`src/rtl/i2c_start_pkg.sv`:
```
package i2c_start_pkg;

    typedef enum logic [2:0] {
        ST_IDLE,
        ST_WAIT_BUSY,
        ST_ATTEMPT,
        ST_START_SDA,
        ST_HOLD,
        ST_PULSE_LO,
        ST_PULSE_HI,
        ST_STOP_REL
    } gen_state_e;

    typedef struct packed {
        logic scl;
        logic sda;
    } line_pair_t;

    localparam logic [7:0] STAT_START_SENT = 8'h08;
    localparam logic [7:0] STAT_NO_INFO    = 8'hF8;

    function automatic logic [7:0] status_of(gen_state_e s);
        return (s == ST_HOLD) ? STAT_START_SENT : STAT_NO_INFO;
    endfunction

endpackage

```
`src/rtl/i2c_line_sync.sv`:
```
module i2c_line_sync
    import i2c_start_pkg::*;
#(
    parameter int STAGES = 2
) (
    input  logic       clk,
    input  logic       rst,
    input  line_pair_t raw,
    output line_pair_t synced
);

    line_pair_t chain [STAGES];

    always_ff @(posedge clk) begin
        if (rst) begin
            for (int i = 0; i < STAGES; i++) chain[i] <= '1;
        end else begin
            chain[0] <= raw;
            for (int i = 1; i < STAGES; i++) chain[i] <= chain[i-1];
        end
    end

    assign synced = chain[STAGES-1];

endmodule

```
`src/rtl/i2c_bus_monitor.sv`:
```
module i2c_bus_monitor
    import i2c_start_pkg::*;
(
    input  logic       clk,
    input  logic       rst,
    input  line_pair_t now,
    output logic       busy
);

    line_pair_t prev;
    logic start_seen, stop_seen;

    assign start_seen = prev.scl && now.scl && prev.sda && !now.sda;
    assign stop_seen  = prev.scl && now.scl && !prev.sda && now.sda;

    always_ff @(posedge clk) begin
        if (rst) begin
            prev <= '1;
            busy <= 1'b0;
        end else begin
            prev <= now;
            if (start_seen)     busy <= 1'b1;
            else if (stop_seen) busy <= 1'b0;
        end
    end

    // a STOP on the bus always leaves it free on the following cycle
    a_r6_stop_frees: assert property (@(posedge clk) disable iff (rst)
        (prev.scl && now.scl && !prev.sda && now.sda) |=> !busy);

endmodule

```
`src/rtl/i2c_start_fsm.sv`:
```
module i2c_start_fsm
    import i2c_start_pkg::*;
#(
    parameter int HALF_CYC   = 250,
    parameter int BUSY_LIMIT = 1000
) (
    input  logic       clk,
    input  logic       rst,
    input  logic       start_req,
    input  line_pair_t line,
    input  logic       busy,
    output logic       scl_oe,
    output logic       sda_oe,
    output logic [7:0] status,
    output logic       irq
);

    localparam int HW = $clog2(HALF_CYC + 1);
    localparam int TW = $clog2(BUSY_LIMIT + 1);

    gen_state_e    state, nxt;
    logic [HW-1:0] half_cnt;
    logic [TW-1:0] busy_cnt;
    logic          pulse_odd;
    logic          half_done;

    assign half_done = (half_cnt == HW'(HALF_CYC - 1));

    always_comb begin
        nxt = state;
        unique case (state)
            ST_IDLE:      if (start_req) nxt = busy ? ST_WAIT_BUSY : ST_ATTEMPT;
            ST_WAIT_BUSY: if (!start_req) nxt = ST_IDLE;
                          else if (!busy || busy_cnt == TW'(BUSY_LIMIT - 1)) nxt = ST_ATTEMPT;
            ST_ATTEMPT:   if (!start_req) nxt = ST_IDLE;
                          else if (line.scl) nxt = line.sda ? ST_START_SDA : ST_PULSE_LO;
            ST_START_SDA: if (half_done) nxt = ST_HOLD;
            ST_HOLD:      if (!start_req) nxt = ST_STOP_REL;
            ST_PULSE_LO:  if (half_done) nxt = ST_PULSE_HI;
            ST_PULSE_HI:  if (half_done) nxt = pulse_odd ? ST_ATTEMPT : ST_PULSE_LO;
            ST_STOP_REL:  if (half_done) nxt = ST_IDLE;
            default:      nxt = ST_IDLE;
        endcase
    end

    always_ff @(posedge clk) begin
        if (rst) begin
            state     <= ST_IDLE;
            half_cnt  <= '0;
            busy_cnt  <= '0;
            pulse_odd <= 1'b0;
            irq       <= 1'b0;
        end else begin
            state <= nxt;
            if (nxt != state)    half_cnt <= '0;
            else if (!half_done) half_cnt <= half_cnt + 1'b1;
            if (state == ST_WAIT_BUSY && nxt == ST_WAIT_BUSY) busy_cnt <= busy_cnt + 1'b1;
            else                                               busy_cnt <= '0;
            if (state == ST_ATTEMPT)                    pulse_odd <= 1'b0;
            else if (state == ST_PULSE_HI && half_done) pulse_odd <= ~pulse_odd;
            if (nxt == ST_HOLD && state != ST_HOLD)     irq <= 1'b1;
            else if (state == ST_HOLD && !start_req)    irq <= 1'b0;
        end
    end

    assign scl_oe = (state == ST_HOLD) || (state == ST_PULSE_LO);
    assign sda_oe = (state == ST_START_SDA) || (state == ST_HOLD) || (state == ST_STOP_REL);
    assign status = status_of(state);

    a_r1_irq_with_code: assert property (@(posedge clk) disable iff (rst)
        irq |-> status == STAT_START_SENT);

    a_r2_hold_after_sda: assert property (@(posedge clk) disable iff (rst)
        (state == ST_HOLD && $past(state) != ST_HOLD) |-> $past(state) == ST_START_SDA);

    a_r3_pulse_needs_low_sda: assert property (@(posedge clk) disable iff (rst)
        (state == ST_PULSE_LO && $past(state) == ST_ATTEMPT) |-> !$past(line.sda));

    a_r4_pairs_before_retry: assert property (@(posedge clk) disable iff (rst)
        (state == ST_ATTEMPT && $past(state) == ST_PULSE_HI) |-> $past(pulse_odd));

    a_r5_wait_on_low_scl: assert property (@(posedge clk) disable iff (rst)
        (state == ST_ATTEMPT && !line.scl && start_req) |=> state == ST_ATTEMPT);

    a_r6_busy_window: assert property (@(posedge clk) disable iff (rst)
        busy_cnt < TW'(BUSY_LIMIT));

    initial a_r3_half_len: assert (HALF_CYC >= 3);

endmodule

```
`src/rtl/i2c_start_gen.sv`:
```
module i2c_start_gen
    import i2c_start_pkg::*;
#(
    parameter int HALF_CYC    = 250,
    parameter int BUSY_LIMIT  = 1000,
    parameter int SYNC_STAGES = 2
) (
    input  logic       clk,
    input  logic       rst,
    input  logic       start_req,
    input  logic       scl_in,
    input  logic       sda_in,
    output logic       scl_oe,
    output logic       sda_oe,
    output logic [7:0] status,
    output logic       irq
);

    line_pair_t raw_lines, sync_lines;
    logic       bus_busy;

    assign raw_lines = '{scl: scl_in, sda: sda_in};

    i2c_line_sync #(.STAGES(SYNC_STAGES)) u_sync (
        .clk    (clk),
        .rst    (rst),
        .raw    (raw_lines),
        .synced (sync_lines)
    );

    i2c_bus_monitor u_mon (
        .clk  (clk),
        .rst  (rst),
        .now  (sync_lines),
        .busy (bus_busy)
    );

    i2c_start_fsm #(.HALF_CYC(HALF_CYC), .BUSY_LIMIT(BUSY_LIMIT)) u_fsm (
        .clk       (clk),
        .rst       (rst),
        .start_req (start_req),
        .line      (sync_lines),
        .busy      (bus_busy),
        .scl_oe    (scl_oe),
        .sda_oe    (sda_oe),
        .status    (status),
        .irq       (irq)
    );

endmodule

```
`config.mk`:
```
export PLATFORM = sky130hd
export DESIGN_NAME = i2c_start_gen
export DESIGN_NICKNAME = d
export VERILOG_FILES = /design/src/rtl/i2c_start_pkg.sv /design/src/rtl/i2c_line_sync.sv /design/src/rtl/i2c_bus_monitor.sv /design/src/rtl/i2c_start_fsm.sv /design/src/rtl/i2c_start_gen.sv
export SDC_FILE = /design/constraint.sdc
export NUM_CORES = 1
export LEC_CHECK = 0
export ABC_CLOCK_PERIOD_IN_PS = 5100
export BUFFER_PORTS_ARGS = -buffer_cell sky130_fd_sc_hd__buf_2
export CORE_MARGIN = 2
export CORE_UTILIZATION = 50
export CTS_CLUSTER_DIAMETER = 40
export DETAILED_ROUTE_END_ITERATION = 16
export PLACE_DENSITY = 0.79
export RECOVER_POWER = 100
export SLEW_MARGIN = 20
export SYNTH_ARGS = -nofsm -noshare
export SYNTH_HDL_FRONTEND = slang
export SYNTH_HIERARCHICAL = 1
export SYNTH_SLANG_ARGS = --single-unit
```
`constraint.sdc`:
```
create_clock -name clk -period 5.1 [get_ports clk]
set_clock_uncertainty 0.15 [all_clocks]
set_input_delay 0.51 -clock clk [delete_from_list [all_inputs] [get_ports clk]]
set_output_delay 0.51 -clock clk [all_outputs]
set_load 0.05 [all_outputs]
```
==> results of run 1 <==
==> power by group through the flow <==
stage	Combinational, W	Sequential (W)	Clock (W)
floorplan	0.0000731	0.000252	0
global placement	0.0000642	0.000262	0
detailed placement	0.0000648	0.000262	0
CTS	0.0000653	0.000257	0.000150
global route	0.0000685	0.000259	0.000162
finish	0.0000613	0.000257	0.000145
==> worst max path at each step <==
stage	cells past startpoint	end
2_1_floorplan	5	sda_oe
3_3_place_gp	7	u_fsm/half_cnt[5]
3_5_place_dp	6	u_fsm/half_cnt[5]
4_1_cts	3	status[5]
5_1_grt	6	u_fsm/half_cnt[1]
6_report	6	u_fsm/half_cnt[1]
==> sequential cells by signal, summed over array words and instances (netlist names) <==
| name | cells |
|---|---|
| u_fsm/busy_cnt | 10 |
| u_fsm/half_cnt | 8 |
| u_fsm/irq | 1 |
| u_fsm/pulse_odd | 1 |
| u_fsm/state | 3 |
| u_mon/busy | 1 |
| u_mon/prev | 2 |
| u_sync/chain | 4 |
==> per-stage QoR <==
step                cells  util, %  power [W]
floorplan             188        -   0.000325
global placement      225     51.9   0.000326
detailed placement    225     51.9   0.000327
CTS                   233     53.9   0.000472
global route          233     52.7   0.000490
finish                233     52.7   0.000463
==> synth_stat cells, drive strengths merged (2+ instances only) <==
cell    instances  area share, %
o211ai          2            2.1
conb            2           0.46
o31ai           2           0.93
nand2b          2           0.77
nor2b           2           0.77
o21ai           5            1.5
nand4           3            1.2
and3            3            1.2
nor3b           2           0.93
a211oi          2           0.93
nand4b          4            2.2
or2             7            2.7
nand2          16            3.7
buf            13            6.2
nand3          11            3.4
ha              3            2.3
nor3            9            2.8
inv             4           0.93
xor2            9            4.9
clkbuf          5            3.0
dfxtp          30             37
nor2           20            4.8
xnor2           4            2.2
a31oi           4            1.5
a21oi           7            2.2
or3             3            1.2
a221oi          2            1.1
==> cell families (layout without fill, tap and decap cells) <==
family,after synthesis,after routing,synth area share [%]
and+or+nand+nor,88,88,29.7
DFF,30,30,37.2
AOI/OAI and AO/OA,27,27,12.5
buffers and inverters,22,23,10.1
xor gates and xnor gates,13,13,7.05
adders and majority gates,3,3,2.32
other,2,4,0.465
muxes,1,1,0.620
==> routing by layer <==
metal / GRT usage, % / vias up
met4: 6.83 / 0
li1: - / 637
met1: 22.0 / 554
met3: 7.68 / 4
met5: 0 / -
met2: 25.3 / 26
==> final cells by class <==
cell class / count / area, um^2
inverter: 4 / 15.0
fill: 306 / 1440
sequential: 30 / 601
clock buffer: 7 / 55.1
timing repair buffer: 11 / 45.0
tap: 44 / 55.1
clock inverter: 1 / 5.00
multi-input combinational: 136 / 835
==> impl_metrics.env, run 1 <==
export IMPL_cts_resized=0
export IMPL_timing_rr_start="u_fsm/half_cnt[0]"
export IMPL_synthCells=186
export IMPL_seqPwrFrac_pct=55.5
export IMPL_endpoint_kind="register"
export IMPL_crit_start="u_fsm/half_cnt[0]"
export IMPL_routed_via_density=5.24
export IMPL_route_met3_wl_um=116
export IMPL_slew_violations=0
export IMPL_tritoncts="done"
export IMPL_min_to="u_sync/chain[0][1]"
export IMPL_clkPwrFrac_pct=31.3
export IMPL_start_util_pct=52.9
export IMPL_antenna_found_initial=0
export IMPL_clkSinkCount=30
export IMPL_ios=16
export IMPL_timing_final_crit_period_ns=2.84
export IMPL_postRouteAntennaNets=0
export IMPL_placedInstanceArea_um2=1580
export IMPL_synth_avg_cell_area_um2=8.68
export IMPL_portBuffers=11
export IMPL_die_x_um=60.8
export IMPL_antenna_cells=0
export IMPL_path_buf_inv=0
export IMPL_grt_pass1_wl_um=4620
export IMPL_hold_path_depth=2
export IMPL_stdcell_area_um2=1610
export IMPL_vias=1221
export IMPL_crit_family="simple AND/OR/NAND/NOR gates"
export IMPL_wl_um=2750
export IMPL_cp_slowest_stage_delay_ns=0.89
export IMPL_fin_ws_ns=2.26
export IMPL_required_ns=5.13
export IMPL_maxCapViolCount=0
export IMPL_drive_gt1_share_pct=7.41
export IMPL_firstDrtPassIters=4
export IMPL_cts_root_buf="clkbuf_4"
export IMPL_netSwitchingPower_w=0.000134
export IMPL_synthFlopType="dfxtp_1"
export IMPL_place_hpwl_um=1830
export IMPL_tightest_slew_ns=1.17
export IMPL_status="completed"
export IMPL_power_density_nw_per_um2=288
export IMPL_cts_setup_buffers=0
export IMPL_grt_start_max_net_pins=21
export IMPL_worst_endpoint_arrival_ns=2.87
export IMPL_nets=196
export IMPL_period_share_pct=55.7
export IMPL_leakagePower_nw=0.548
export IMPL_yosysSeqAreaShare_pct=37.2
export IMPL_syn_to_final_growth_pct=-0.310
export IMPL_syn_area_um2=1620
export IMPL_wl_per_cell_um=11.8
export IMPL_htree_levels=2
export IMPL_crit_type="register to register"
export IMPL_dieArea_um2=3700
export IMPL_holdCritStartpoint="scl_in"
export IMPL_synth_edf_count=0
export IMPL_critPathSlowestCell="nor2_1"
export IMPL_rr_endpoint="u_fsm/half_cnt[1]"
export IMPL_clk_pin_slew_ns=0.09
export IMPL_cts_buffers_inserted=5
export IMPL_layout_common_cells="dfxtp_1 (30), nor2_1 (20), nand2_1 (16)"
export IMPL_ir_drop_v=0.000173
export IMPL_reg2reg_slack_ns=2.26
export IMPL_track_usage_pct=17.2
export IMPL_routabilityCongestion=0.818
export IMPL_drt_met1_wl_um=1390
export IMPL_hold_ws_ns=0.209
export IMPL_dp_slack_ns=2.84
export IMPL_setup_viol=0
export IMPL_crit_chain="ha_1, nand4b_1, nor2_1, o21ai_0, o211ai_1, nor3_1"
export IMPL_highest_layer="met4"
export IMPL_worstSkewPairLatency_ns=0.33
export IMPL_grt_pass1_vias=1088
export IMPL_combPwrFrac_pct=13.2
export IMPL_drtIter0Drc=61
export IMPL_cts_buffer_depth=2
export IMPL_ys_types=42
export IMPL_cp_max_fo=17
export IMPL_hold_class="primary input to register"
export IMPL_ys_warn_count=6
export IMPL_rsz0062_at_grt="false"
export IMPL_ys_async_sr_fraction_pct=0
export IMPL_worstSetupStartpointType="register"
export IMPL_met2_length_um=1200
export IMPL_hold_viol_final=0
export IMPL_p_int_w=0.000330
export IMPL_rows=20
export IMPL_drc_errors=0
export IMPL_fp_dieH_um=60.8
export IMPL_grt_overflow=0
export IMPL_timing_fmax_mhz=352
export IMPL_slew_headroom_pct=21.8
export IMPL_p_sw_share_pct=28.9
export IMPL_core_area_um2=3050
export IMPL_hold_buffers=0
export IMPL_setup_tns_final_ns=0
export IMPL_ys_seq_elements=30
export IMPL_r2r_cells=6
export IMPL_layout_commonest_cell="dfxtp_1"
Note: power is estimated with default switching activity, not from simulation.
==> inputs of run 2 (changes only) <==
ABC_CLOCK_PERIOD_IN_PS = 2600   (was 5100)
PLACE_DENSITY = 0.82   (was 0.79)
clock period = 2.6 ns   (was 5.1 ns; I/O delays follow)
==> impl_metrics.env, run 2 (synthesized netlist as in run 1, its figures left out) <==
export IMPL_status="completed"
export IMPL_nets=201
export IMPL_ir_drop_v=0.000383
export IMPL_cp_slowest_stage_delay_ns=0.65
export IMPL_hold_class="primary input to register"
export IMPL_postRouteAntennaNets=0
export IMPL_crit_chain="and2b_2, nand2b_1, clkbuf_1"
export IMPL_cts_buffers_inserted=5
export IMPL_required_ns=2.19
export IMPL_antenna_cells=0
export IMPL_crit_type="register to primary output"
export IMPL_tritoncts="done"
export IMPL_routed_via_density=5.21
export IMPL_start_util_pct=52.9
export IMPL_antenna_found_initial=0
export IMPL_period_share_pct=88.3
export IMPL_power_density_nw_per_um2=557
export IMPL_worstSetupStartpointType="register"
export IMPL_maxCapViolCount=0
export IMPL_dieArea_um2=3700
export IMPL_grt_overflow=0
export IMPL_power_w=0.000919
export IMPL_cts_buffer_depth=2
export IMPL_grt_pass1_wl_um=4550
export IMPL_syn_to_final_growth_pct=2.25
export IMPL_utilization_pct=54.1
export IMPL_clk_pin_slew_ns=0.10
export IMPL_crit_family="flip-flops"
export IMPL_layout_common_cells="dfxtp_1 (30), nor2_1 (19), nand2_1 (16)"
export IMPL_rsz0062_at_grt="false"
export IMPL_stdcell_area_um2=1650
export IMPL_placedInstanceArea_um2=1610
export IMPL_wl_per_cell_um=11.7
export IMPL_cts_root_buf="clkbuf_4"
export IMPL_hold_viol_final=0
export IMPL_firstDrtPassIters=4
export IMPL_leakagePower_nw=0.581
export IMPL_drtIter0Drc=71
export IMPL_drive_gt1_share_pct=9.28
export IMPL_grt_start_max_net_pins=19
export IMPL_setup_viol=0
export IMPL_wl_um=2790
export IMPL_top_regs="u_fsm/busy_cnt: 10 flops, u_fsm/half_cnt: 8 flops, u_sync/chain: 4 flops"
export IMPL_rows=20
export IMPL_layout_commonest_cell="dfxtp_1"
export IMPL_critPathSlowestCell="dfxtp_1"
export IMPL_fp_dieH_um=60.8
export IMPL_htree_levels=2
export IMPL_slew_headroom_pct=56.5
export IMPL_clkSinkCount=30
export IMPL_tightest_slew_ns=0.644
export IMPL_worstSkewPairLatency_ns=0.32
export IMPL_multi_input_area_um2=836
export IMPL_path_buf_inv=1
export IMPL_portBuffers=11
export IMPL_worst_endpoint_arrival_ns=1.88
export IMPL_ios=16
export IMPL_die_x_um=60.8
export IMPL_setup_tns_final_ns=0
export IMPL_largest_reg_flops=10
export IMPL_place_hpwl_um=1880
export IMPL_slew_violations=0
export IMPL_cts_resized=0
export IMPL_drc_errors=0
export IMPL_hold_ws_ns=0.105
export IMPL_timing_final_crit_period_ns=2.29
export IMPL_regMostFlops="u_fsm/busy_cnt"
export IMPL_seqCellArea_um2=601
export IMPL_timing_fmax_mhz=436
export IMPL_cp_max_fo=16
export IMPL_endpoint_kind="primary output"
export IMPL_track_usage_pct=16.4
export IMPL_fillers=314
export IMPL_vias=1240
export IMPL_grt_pass1_vias=1057
export IMPL_core_area_um2=3050
export IMPL_routabilityCongestion=0.833
run 2: worst paths after layout:
path,startpoint,endpoint,slack [ns],cells past startpoint
max,u_fsm/state[1],status[7],0.31,3
min,rst,u_fsm/pulse_odd,0.10,2
max reg2reg,u_fsm/state[2],u_fsm/half_cnt[2],0.36,6
min reg2reg,u_sync/chain[0][0],u_sync/chain[0][2],0.27,1
run 2: worst reg2reg max path: cells and delay by family, from the launching register on:
| family | cells | cell delay (ns) |
|---|---|---|
| compound gates | 2 | 0.61 |
| flops | 1 | 0.67 |
| simple gates | 4 | 0.73 |
run 2: layer usage:
metal  track usage (%)  up-vias  part of all wire [%]
met5                 0        -                     0
met4              3.73        0                  0.75
met3              4.48        2                   5.0
met2              26.6       30                    45
met1              21.8      556                    49
li1                  -      652                     -
run 2: final cells by class:
class / instances / area share (%)
sequential: 30 / 36.4
timing repair buffer: 16 / 5.15
tap: 44 / 3.33
clock buffer: 7 / 3.33
inverter: 4 / 0.909
clock inverter: 1 / 0.303
multi-input combinational: 136 / 50.6
run 2: report_power, final:
part / switching [W] / total (W) / internal, W
logic: 0.0000846 / 0.000132 / 0.0000473
registers: 0.0000262 / 0.000500 / 0.000474
clock network: 0.000156 / 0.000287 / 0.000131
total: 0.000267 / 0.000919 / 0.000652
run 2: timing repair:
| action | in CTS | in global routing |
|---|---|---|
| setup buffers | 0 | 0 |
| hold buffers | 2 | 0 |
| endpoints found under the hold margin | 2 | 0 |
run 2: stage by stage:
step | std cells | worst slack (ns)
3_5_place_dp | 228 | 0.473
4_1_cts | 238 | 0.452
2_1_floorplan | 188 | 0.252
3_3_place_gp | 228 | 0.509
5_1_grt | 238 | 0.125
6_report | 238 | 0.305
==> inputs of run 3 (changes only) <==
BUFFER_PORTS_ARGS = -buffer_cell sky130_fd_sc_hd__buf_4   (was -buffer_cell sky130_fd_sc_hd__buf_2)
CORE_UTILIZATION = 30   (was 50)
CTS_CLUSTER_DIAMETER = unset   (was 40)
PLACE_DENSITY = 0.58   (was 0.82)
==> impl_metrics.env, run 3 (synthesized netlist as in run 1, its figures left out) <==
export IMPL_status="completed"
export IMPL_cts_buffers_inserted=5
export IMPL_ir_drop_v=0.000349
export IMPL_grt_pass1_vias=1162
export IMPL_hold_buffers=0
export IMPL_regMostFlops="u_fsm/busy_cnt"
export IMPL_maxCapViolCount=0
export IMPL_tightest_slew_ns=0.658
export IMPL_wl_per_cell_um=10.9
export IMPL_worstSkewPairLatency_ns=0.28
export IMPL_timing_fmax_mhz=438
export IMPL_period_share_pct=87.8
export IMPL_cts_buffer_depth=2
export IMPL_tritoncts="done"
export IMPL_placedInstanceArea_um2=1670
export IMPL_top_regs="u_fsm/busy_cnt: 10 flops, u_fsm/half_cnt: 8 flops, u_sync/chain: 4 flops"
export IMPL_portBuffers=11
export IMPL_clk_pin_slew_ns=0.06
export IMPL_worstSetupStartpointType="register"
export IMPL_rsz0062_at_grt="false"
export IMPL_routabilityCongestion=0.796
export IMPL_die_x_um=77.4
export IMPL_required_ns=2.60
export IMPL_cts_setup_buffers=0
export IMPL_timing_final_crit_period_ns=2.28
export IMPL_utilization_pct=33.5
export IMPL_grt_busiest_layer="met2"
export IMPL_clkSinkCount=30
export IMPL_hold_viol_final=0
export IMPL_use_met1_pct=13.9
export IMPL_cts_resized=0
export IMPL_worst_endpoint_arrival_ns=2.29
export IMPL_hold_path_depth=2
export IMPL_met2_usage_pct=15.7
export IMPL_crit_type="register to register"
export IMPL_grt_overflow=0
export IMPL_layout_commonest_cell="dfxtp_1"
export IMPL_r2r_cells=7
export IMPL_postRouteAntennaNets=0
export IMPL_grt_use_met3_pct=3.60
export IMPL_wl_um=2860
export IMPL_layout_common_cells="dfxtp_1 (30), nor2_1 (20), nand2_1 (16)"
export IMPL_fp_dieH_um=77.4
export IMPL_endpoint_kind="register"
export IMPL_leakagePower_nw=0.592
export IMPL_vias=1233
export IMPL_nets=200
export IMPL_antenna_found_initial=0
export IMPL_hold_class="primary input to register"
export IMPL_place_hpwl_um=1990
export IMPL_setup_viol=0
export IMPL_syn_to_final_growth_pct=6.58
export IMPL_cts_root_buf="clkbuf_8"
export IMPL_routed_via_density=4.69
export IMPL_power_w=0.00102
export IMPL_antenna_cells=0
export IMPL_core_area_um2=5140
export IMPL_start_util_pct=31.4
export IMPL_cp_max_fo=8
export IMPL_firstDrtPassIters=4
export IMPL_htree_levels=2
export IMPL_track_usage_pct=10.5
export IMPL_slew_headroom_pct=55.6
export IMPL_drive_gt1_share_pct=9.33
export IMPL_rows=26
export IMPL_stdcell_area_um2=1720
export IMPL_largest_reg_flops=10
export IMPL_setup_tns_final_ns=0
export IMPL_hold_ws_ns=0.00794
export IMPL_grt_start_max_net_pins=17
export IMPL_drc_errors=0
export IMPL_drtIter0Drc=65
export IMPL_slew_violations=0
export IMPL_dieArea_um2=5990
export IMPL_power_density_nw_per_um2=592
export IMPL_ios=16
export IMPL_grt_pass1_wl_um=5060
[run 3: layout make-up]
class | instances | area, um^2
Fill cell | 575 | 3420
Multi-Input combinational cell | 136 | 848
Sequential cell | 30 | 601
Tap cell | 70 | 87.6
Clock buffer | 7 | 86.3
Timing Repair Buffer | 15 | 78.8
Inverter | 4 | 15.0
Clock inverter | 1 | 5.00
[run 3: worst paths after layout]
path                       from            endpoint  slack (ns)
max           u_fsm/busy_cnt[0]   u_fsm/half_cnt[4]        0.32
max reg2reg   u_fsm/busy_cnt[0]   u_fsm/half_cnt[4]        0.32
min                      sda_in  u_sync/chain[0][0]       0.008
min reg2reg  u_sync/chain[0][1]  u_sync/chain[0][3]        0.25
[run 3: worst max-delay path, stage by stage (launching register included)]
cell and delay [ns]:
dfxtp_1 0.37, ha_1 0.27, nand4b_1 0.14, o311ai_0 0.58, o211ai_2 0.19, o2111a_2 0.21
o211ai_4 0.16, nor3_1 0.10
[run 3: through the flow]
step                worst slack [ns]  cells
finish                         0.316    263
global route                   0.154    263
CTS                            0.505    263
detailed placement             0.524    255
global placement               0.479    255
floorplan                      0.252    188
[run 3: per-layer routing]
layer	wire [um]	share of wire (%)
met1	1470	51
met2	1210	42
met3	144	5.0
met4	31	1.1
met5	0	0
[run 3: report_power, final]
group | leakage (nW) | internal [W] | total [W] | switching [W]
logic | 0.300 | 0.0000473 | 0.000136 | 0.0000884
registers | 0.244 | 0.000474 | 0.000500 | 0.0000250
clock network | 0.0482 | 0.000213 | 0.000384 | 0.000171
